$ cat src/rtl/uart_rxq_pkg.sv
package uart_rxq_pkg;
   parameter int RXQ_DATA_W = 8;

   typedef struct packed {
      logic [RXQ_DATA_W-1:0] data;
      logic                  pe;
      logic                  fe;
      logic                  bi;
   } rxq_entry_t;

   function automatic logic ent_has_err(input rxq_entry_t e);
      return e.pe | e.fe | e.bi;
   endfunction
endpackage

$ cat src/rtl/uart_rxq_store.sv
module uart_rxq_store
   import uart_rxq_pkg::*;
#(
   parameter  int DEPTH = 16,
   localparam int AW    = $clog2(DEPTH),
   localparam int CW    = $clog2(DEPTH + 1)
) (
   input  logic          clk,
   input  logic          rst_n,
   input  logic          flush,
   input  logic          push,
   input  logic          pop,
   input  logic [CW-1:0] cap,
   input  rxq_entry_t    wr_ent,
   output rxq_entry_t    head,
   output logic [CW-1:0] count,
   output logic          accept,
   output logic          overflow,
   output logic          pop_ok
);
   if ((1 << AW) != DEPTH) begin : g_bad_depth
      $error("uart_rxq_store: DEPTH must be a power of two");
   end

   rxq_entry_t    mem [DEPTH];
   logic [AW-1:0] wr_ptr, rd_ptr;
   logic          room;

   assign pop_ok   = pop && (count != '0) && !flush;
   assign room     = count < cap;
   assign accept   = push && !flush && (room || pop_ok);
   assign overflow = push && !flush && !accept;
   assign head     = (count != '0) ? mem[rd_ptr] : '0;

   for (genvar i = 0; i < DEPTH; i++) begin : g_slot
      always_ff @(posedge clk) begin
         if (accept && (wr_ptr == AW'(i))) mem[i] <= wr_ent;
      end
   end

   always_ff @(posedge clk or negedge rst_n) begin
      if (!rst_n) begin
         wr_ptr <= '0;
         rd_ptr <= '0;
         count  <= '0;
      end else if (flush) begin
         wr_ptr <= '0;
         rd_ptr <= '0;
         count  <= '0;
      end else begin
         if (accept) wr_ptr <= wr_ptr + AW'(1);
         if (pop_ok) rd_ptr <= rd_ptr + AW'(1);
         count <= count + CW'(accept) - CW'(pop_ok);
      end
   end

   AST_POP_DEC: assert property (@(posedge clk) disable iff (!rst_n)
      pop_ok && !accept |=> count == $past(count) - CW'(1));
   AST_REFUSE_KEEP: assert property (@(posedge clk) disable iff (!rst_n)
      overflow |=> count == $past(count));
endmodule

$ cat src/rtl/uart_rxq_trig.sv
module uart_rxq_trig #(
   parameter  int T0      = 1,
   parameter  int T1      = 4,
   parameter  int T2      = 8,
   parameter  int T3      = 14,
   parameter  int DEPTH   = 16,
   parameter  bit REG_OUT = 1'b0,
   localparam int CW      = $clog2(DEPTH + 1)
) (
   input  logic          clk,
   input  logic          rst_n,
   input  logic [1:0]    sel,
   input  logic          fifo_en,
   input  logic          ie,
   input  logic [CW-1:0] count,
   output logic          irq
);
   if (T0 < 1 || T0 > T1 || T1 > T2 || T2 > T3 || T3 > DEPTH) begin : g_bad_thr
      $error("uart_rxq_trig: thresholds must rise within 1..DEPTH");
   end

   logic [CW-1:0] thr;
   logic          hit;

   always_comb begin
      unique case (sel)
         2'd0:    thr = CW'(T0);
         2'd1:    thr = CW'(T1);
         2'd2:    thr = CW'(T2);
         default: thr = CW'(T3);
      endcase
      if (!fifo_en) thr = CW'(1);
   end

   assign hit = ie && (count >= thr);

   if (REG_OUT) begin : g_reg
      always_ff @(posedge clk or negedge rst_n) begin
         if (!rst_n) irq <= 1'b0;
         else        irq <= hit;
      end
   end else begin : g_comb
      assign irq = hit;
   end
endmodule

$ cat src/rtl/uart_rxq_errtrk.sv
module uart_rxq_errtrk
   import uart_rxq_pkg::*;
#(
   parameter  int DEPTH = 16,
   localparam int CW    = $clog2(DEPTH + 1)
) (
   input  logic          clk,
   input  logic          rst_n,
   input  logic          flush,
   input  logic          accept,
   input  rxq_entry_t    wr_ent,
   input  logic          pop_ok,
   input  rxq_entry_t    head,
   output logic [CW-1:0] err_cnt
);
   logic inc, dec;

   assign inc = accept && ent_has_err(wr_ent);
   assign dec = pop_ok && ent_has_err(head);

   always_ff @(posedge clk or negedge rst_n) begin
      if (!rst_n)     err_cnt <= '0;
      else if (flush) err_cnt <= '0;
      else            err_cnt <= err_cnt + CW'(inc) - CW'(dec);
   end
endmodule

$ cat src/rtl/uart_rxq.sv
module uart_rxq
   import uart_rxq_pkg::*;
#(
   parameter  int DEPTH = 16,
   parameter  int T0    = 1,
   parameter  int T1    = 4,
   parameter  int T2    = 8,
   parameter  int T3    = 14,
   localparam int CW    = $clog2(DEPTH + 1)
) (
   input  logic                  clk,
   input  logic                  rst_n,
   input  logic                  rx_valid,
   input  logic [RXQ_DATA_W-1:0] rx_data,
   input  logic                  rx_pe,
   input  logic                  rx_fe,
   input  logic                  rx_bi,
   input  logic                  rd_data,
   input  logic                  rd_lsr,
   input  logic [1:0]            trig_sel,
   input  logic                  rx_ie,
   input  logic                  fifo_en,
   output logic [RXQ_DATA_W-1:0] rd_byte,
   output logic                  lsr_dr,
   output logic                  lsr_oe,
   output logic                  lsr_pe,
   output logic                  lsr_fe,
   output logic                  lsr_bi,
   output logic                  lsr_eiq,
   output logic                  irq_rda
);
   rxq_entry_t    wr_ent, head;
   logic [CW-1:0] count, err_cnt, cap;
   logic          accept, overflow, pop_ok, flush, mode_q, ovr_q;

   assign wr_ent = '{data: rx_data, pe: rx_pe, fe: rx_fe, bi: rx_bi};
   assign flush  = fifo_en != mode_q;
   assign cap    = fifo_en ? CW'(DEPTH) : CW'(1);

   always_ff @(posedge clk or negedge rst_n) begin
      if (!rst_n) begin
         mode_q <= 1'b0;
         ovr_q  <= 1'b0;
      end else begin
         mode_q <= fifo_en;
         if (overflow)    ovr_q <= 1'b1;
         else if (rd_lsr) ovr_q <= 1'b0;
      end
   end

   uart_rxq_store #(.DEPTH(DEPTH)) u_store (
      .clk(clk), .rst_n(rst_n), .flush(flush), .push(rx_valid), .pop(rd_data),
      .cap(cap), .wr_ent(wr_ent), .head(head), .count(count),
      .accept(accept), .overflow(overflow), .pop_ok(pop_ok)
   );

   uart_rxq_errtrk #(.DEPTH(DEPTH)) u_err (
      .clk(clk), .rst_n(rst_n), .flush(flush), .accept(accept), .wr_ent(wr_ent),
      .pop_ok(pop_ok), .head(head), .err_cnt(err_cnt)
   );

   uart_rxq_trig #(.T0(T0), .T1(T1), .T2(T2), .T3(T3), .DEPTH(DEPTH), .REG_OUT(1'b0)) u_trig (
      .clk(clk), .rst_n(rst_n), .sel(trig_sel), .fifo_en(fifo_en), .ie(rx_ie),
      .count(count), .irq(irq_rda)
   );

   assign rd_byte = head.data;
   assign lsr_dr  = count != '0;
   assign lsr_oe  = ovr_q;
   assign lsr_pe  = head.pe;
   assign lsr_fe  = head.fe;
   assign lsr_bi  = head.bi;
   assign lsr_eiq = fifo_en && (err_cnt != '0);

   AST_OVR_STICKY: assert property (@(posedge clk) disable iff (!rst_n)
      overflow |=> lsr_oe);
   AST_OVR_HOLD: assert property (@(posedge clk) disable iff (!rst_n)
      lsr_oe && !rd_lsr |=> lsr_oe);
   AST_FULL_KEEP: assert property (@(posedge clk) disable iff (!rst_n)
      fifo_en && !flush && count == CW'(DEPTH) && rx_valid && !rd_data |=> count == CW'(DEPTH));
   AST_EMPTY_NO_ERR: assert property (@(posedge clk) disable iff (!rst_n)
      count == '0 |-> err_cnt == '0);
   AST_ERR_LE_COUNT: assert property (@(posedge clk) disable iff (!rst_n)
      err_cnt <= count);
   AST_MODE_FLUSH: assert property (@(posedge clk) disable iff (!rst_n)
      flush |=> count == '0);
   AST_NOFIFO_CAP: assert property (@(posedge clk) disable iff (!rst_n)
      !fifo_en && !flush |=> count <= CW'(1));
endmodule

$ cat config.mk
export PLATFORM = sky130hd
export DESIGN_NAME = uart_rxq
export DESIGN_NICKNAME = d
export VERILOG_FILES = /design/src/rtl/uart_rxq_pkg.sv /design/src/rtl/uart_rxq_store.sv /design/src/rtl/uart_rxq_trig.sv /design/src/rtl/uart_rxq_errtrk.sv /design/src/rtl/uart_rxq.sv
export SDC_FILE = /design/constraint.sdc
export NUM_CORES = 1
export LEC_CHECK = 0
export ABC_AREA = 1
export BUFFER_PORTS_ARGS = -buffer_cell sky130_fd_sc_hd__buf_2
export CORE_MARGIN = 4
export CORE_UTILIZATION = 35
export CTS_CLUSTER_SIZE = 25
export DETAILED_ROUTE_END_ITERATION = 7
export MAX_ROUTING_LAYER = met4
export PLACE_DENSITY = 0.59
export SLEW_MARGIN = 30
export SYNTH_ARGS = -nofsm -noshare
export SYNTH_HDL_FRONTEND = slang
export SYNTH_SLANG_ARGS = --single-unit
export TNS_END_PERCENT = 1
$ cat constraint.sdc
create_clock -name clk -period 8.4 [get_ports clk]
set_input_delay 1.68 -clock clk [delete_from_list [all_inputs] [get_ports clk]]
set_output_delay 1.68 -clock clk [all_outputs]
set_load 0.02 [all_outputs]
==> metrics.md <==
| Metric | Value |
|---|---|
| Critical Path, Cell by Cell | `inv_2, buf_4, o21ai_0, o221ai_1, nand3_1, a21oi_1, buf_2` |
| Mapped Nets | `773` |
| Setup violators final | `0` |
| GR Util met3 | `3.41%` |
| Initial drt markers | `630` |
| Synth Area per Inst | `~12 µm²` |
| Status | `finished, final reports clean` |
| Met1 usage in global routing | `23.9%` |
| Clk buf depth | `2` |
| Initial antenna violation count | `0` |
| Slowest CP cell | `buf_4` |
| EDFF count, synth | `176` |
| Area Overhead vs Synth | `13.0%` |
| Post-cts sizing count | `0` |
| Required @ worst endpoint | `approximately 6700 ps` |
| Clock latency on the worst-skew pair | `around 450 ps` |
| H-tree Lvls | `4` |
| Placer congestion estimate | `0.842` |
| CP Capture Type | `output port` |
| Ports | `35` |
| Netlist cell types | `37` |
| Setup crit start kind | `register` |
| CTS root buffer | `clkbuf_16` |
| Fmax achieved | `about 0.22 GHz` |
| Leak Pwr | `3.54 nW` |
| Synth Flop Type | `edfxtp_1` |
| Mapped Cells | `728` |
| Cts hold-fix bufs | `0` |
| Crit-path max cell delay | `about 640 ps` |
| Synth warnings | `0` |
| Largest net degree at the start of global routing | `92` |
| Final core occ | `40.7%` |
| Storage element area | `5790 µm²` |
| RSZ-0062 raised after global routing | `no` |
| M2 GR Usage | `27.2%` |
| Mapped Area | `~8500 µm²` |
| Multi-input logic area | `2390 µm²` |
| Die height | `164 µm` |
| Sequential area share after synthesis | `67.7%` |
| Antenna Violating Nets Remaining | `0` |
| Final hold violation count | `0` |
| Initial Utilization | `36.0%` |
| Clk slew on worst S/H paths | `80 ps` |
| Pwr/cell area | `roughly 300 nW/µm²` |
| Final #Nets | `793` |
| CTS tree | `yes` |
| Slew Viols, Final | `0` |
| Setup TNS | `0 ps` |
| Via-to-Cell Ratio | `5.21` |
| Vias in the first global route | `5562` |
| GRT Util Overall | `17.7%` |
| Fill count | `about 2200` |
| DRT Pass-1 Iters | `5` |
| Final Power | `2.86 mW` |
| Clk sinks | `just under 200` |
| Port Buf Inserts | `34` |
| Synth Register Bits | `196` |
| First-pass GRT wire length | `34000 µm` |
| Hold crit path type | `register to register` |
| WL/cell | `roughly 21 µm` |
| Slew HR | `about 40%` |
| Setup bufs post-CTS | `0` |
| Routed vias | `about 5600` |
| # diodes | `0` |
| Clock skew | `18.9 ps` |
| Total grt overflow | `0` |
| Worst Tran Pin Value | `902 ps` |
| Worst Hold Depth | `2` |
| FP Rows | `56` |
| Die area | `27000 µm²` |
| Final wirelength | `22700 µm` |
| Crit-path max FO | `75` |
| Most common cell after layout, fill and taps aside | `edfxtp_1` |
| Max-capacitance violation count | `0` |
| Share of post-route cells with drive strength above 1 | `about 13%` |
| Crit path DAT | `2930 ps` |
| WS Path Type | `register to output port` |
| CORE AREA | `23800 µm²` |
| Max VDD drop | `~0.00015 V` |
| Grt peak-use layer | `met2` |
| Die width | `164 µm` |
| DRC | `0` |
| Async SR Flop Fraction | `between 10% and 20%` |
| Most frequent cells in the layout | `edfxtp_1 (176), nand2_1 (89), nor2_1 (83), o21ai_0 (73), inv_1 (67)` |
| R2R cell count | `20` |
| Hpwl dp | `14100 µm` |
| Final Cycle Share | `54.9%` |
| Tmin final | `4610 ps` |
| CTS Buf Count | `17` |
==> where the power goes <==
| part | switching, mW | internal [mW] | leakage, nW |
|---|---|---|---|
| combinational | 0.633 | 0.258 | 1.39 |
| clock | 0.398 | 0.428 | 0.294 |
| sequential | 0.0312 | 1.11 | 1.85 |
==> metrics by stage <==
step	hold WS, ps	area [µm²]	setup slack [ps]	cells
final	560	9660	3790	1080
after global routing	626	9660	3570	1080
after CTS	560	9660	3820	1080
after detailed placement	538	9050	3810	1048
after global placement	527	9050	3860	1048
after floorplan	541	8550	3930	728
==> cell type report <==
type	count	area share, %
inverter	73	2.84
clock inverter	15	1.85
multi-input combinational	421	24.7
clock buffer	17	4.40
timing repair buffer	39	2.15
tap	319	4.13
sequential	196	59.9
==> metal layers <==
| layer | vias up | routed length [µm] |
|---|---|---|
| met2 | 245 | 10400 |
| met3 | 40 | 1830 |
| met1 | 2730 | 9930 |
| li1 | 2617 | - |
| met4 | 0 | 486 |
| met5 | - | 0 |
==> state kept, by name, summed over array words and instances, names as in the netlist <==
name / flops
lsr_oe: 1
mode_q: 1
u_err.err_cnt: 5
u_store.count: 5
u_store.mem: 176
u_store.rd_ptr: 4
u_store.wr_ptr: 4
==> final timing paths <==
kind	start	endpoint	slack, ps
min reg2reg	lsr_oe$_DFFE_PN0P_	lsr_oe$_DFFE_PN0P_	560
min in group asynchronous	rst_n	u_store.count[3]$_DFF_PN0_	1170
min	lsr_oe$_DFFE_PN0P_	lsr_oe$_DFFE_PN0P_	560
max	u_store.rd_ptr[0]$_DFFE_PN0P_	rd_byte[0]	3790
max in group asynchronous	rst_n	u_store.rd_ptr[0]$_DFFE_PN0P_	6870
max reg2reg	u_store.rd_ptr[0]$_DFFE_PN0P_	u_err.err_cnt[4]$_DFF_PN0_	4650
==> cells in the mapped netlist (all sizes together), types with 3 or more instances <==
cell type	count	area share [%]
xnor2	3	0.40
o221ai	21	2.2
ha	23	3.4
nor2	84	3.8
clkbuf	18	0.79
xor2	5	0.51
dfrtp	20	5.9
nand2	91	4.1
buf	20	1.3
edfxtp	176	62
a21oi	17	1.0
o211ai	12	1.1
inv	72	3.2
nand3	52	3.3
o21ai	74	4.3
nor3	18	1.1
o22ai	10	0.73
==> logic make-up (layout without fill, tap and decap cells) <==
group                    count (synthesis)  after routing  synth area share, %
adder cells (fa/ha/maj)                 25             25                 3.83
XOR/XNOR                                 8              8                0.908
AO/OA/AOI/OAI                          139            139                 9.70
buffers and inverters                  111            144                 5.34
flip-flops                             196            196                 67.7
AND/OR/NAND/NOR                        249            249                 12.5
==> critical path: cells and delay by family (launching register included) <==
family                 cells  cell delay (ps)
AO/OA/AOI/OAI              3              780
buffers and inverters      3             1090
flip-flops                 1              410
AND/OR/NAND/NOR            1              160
(Power assumes the default switching activity.)
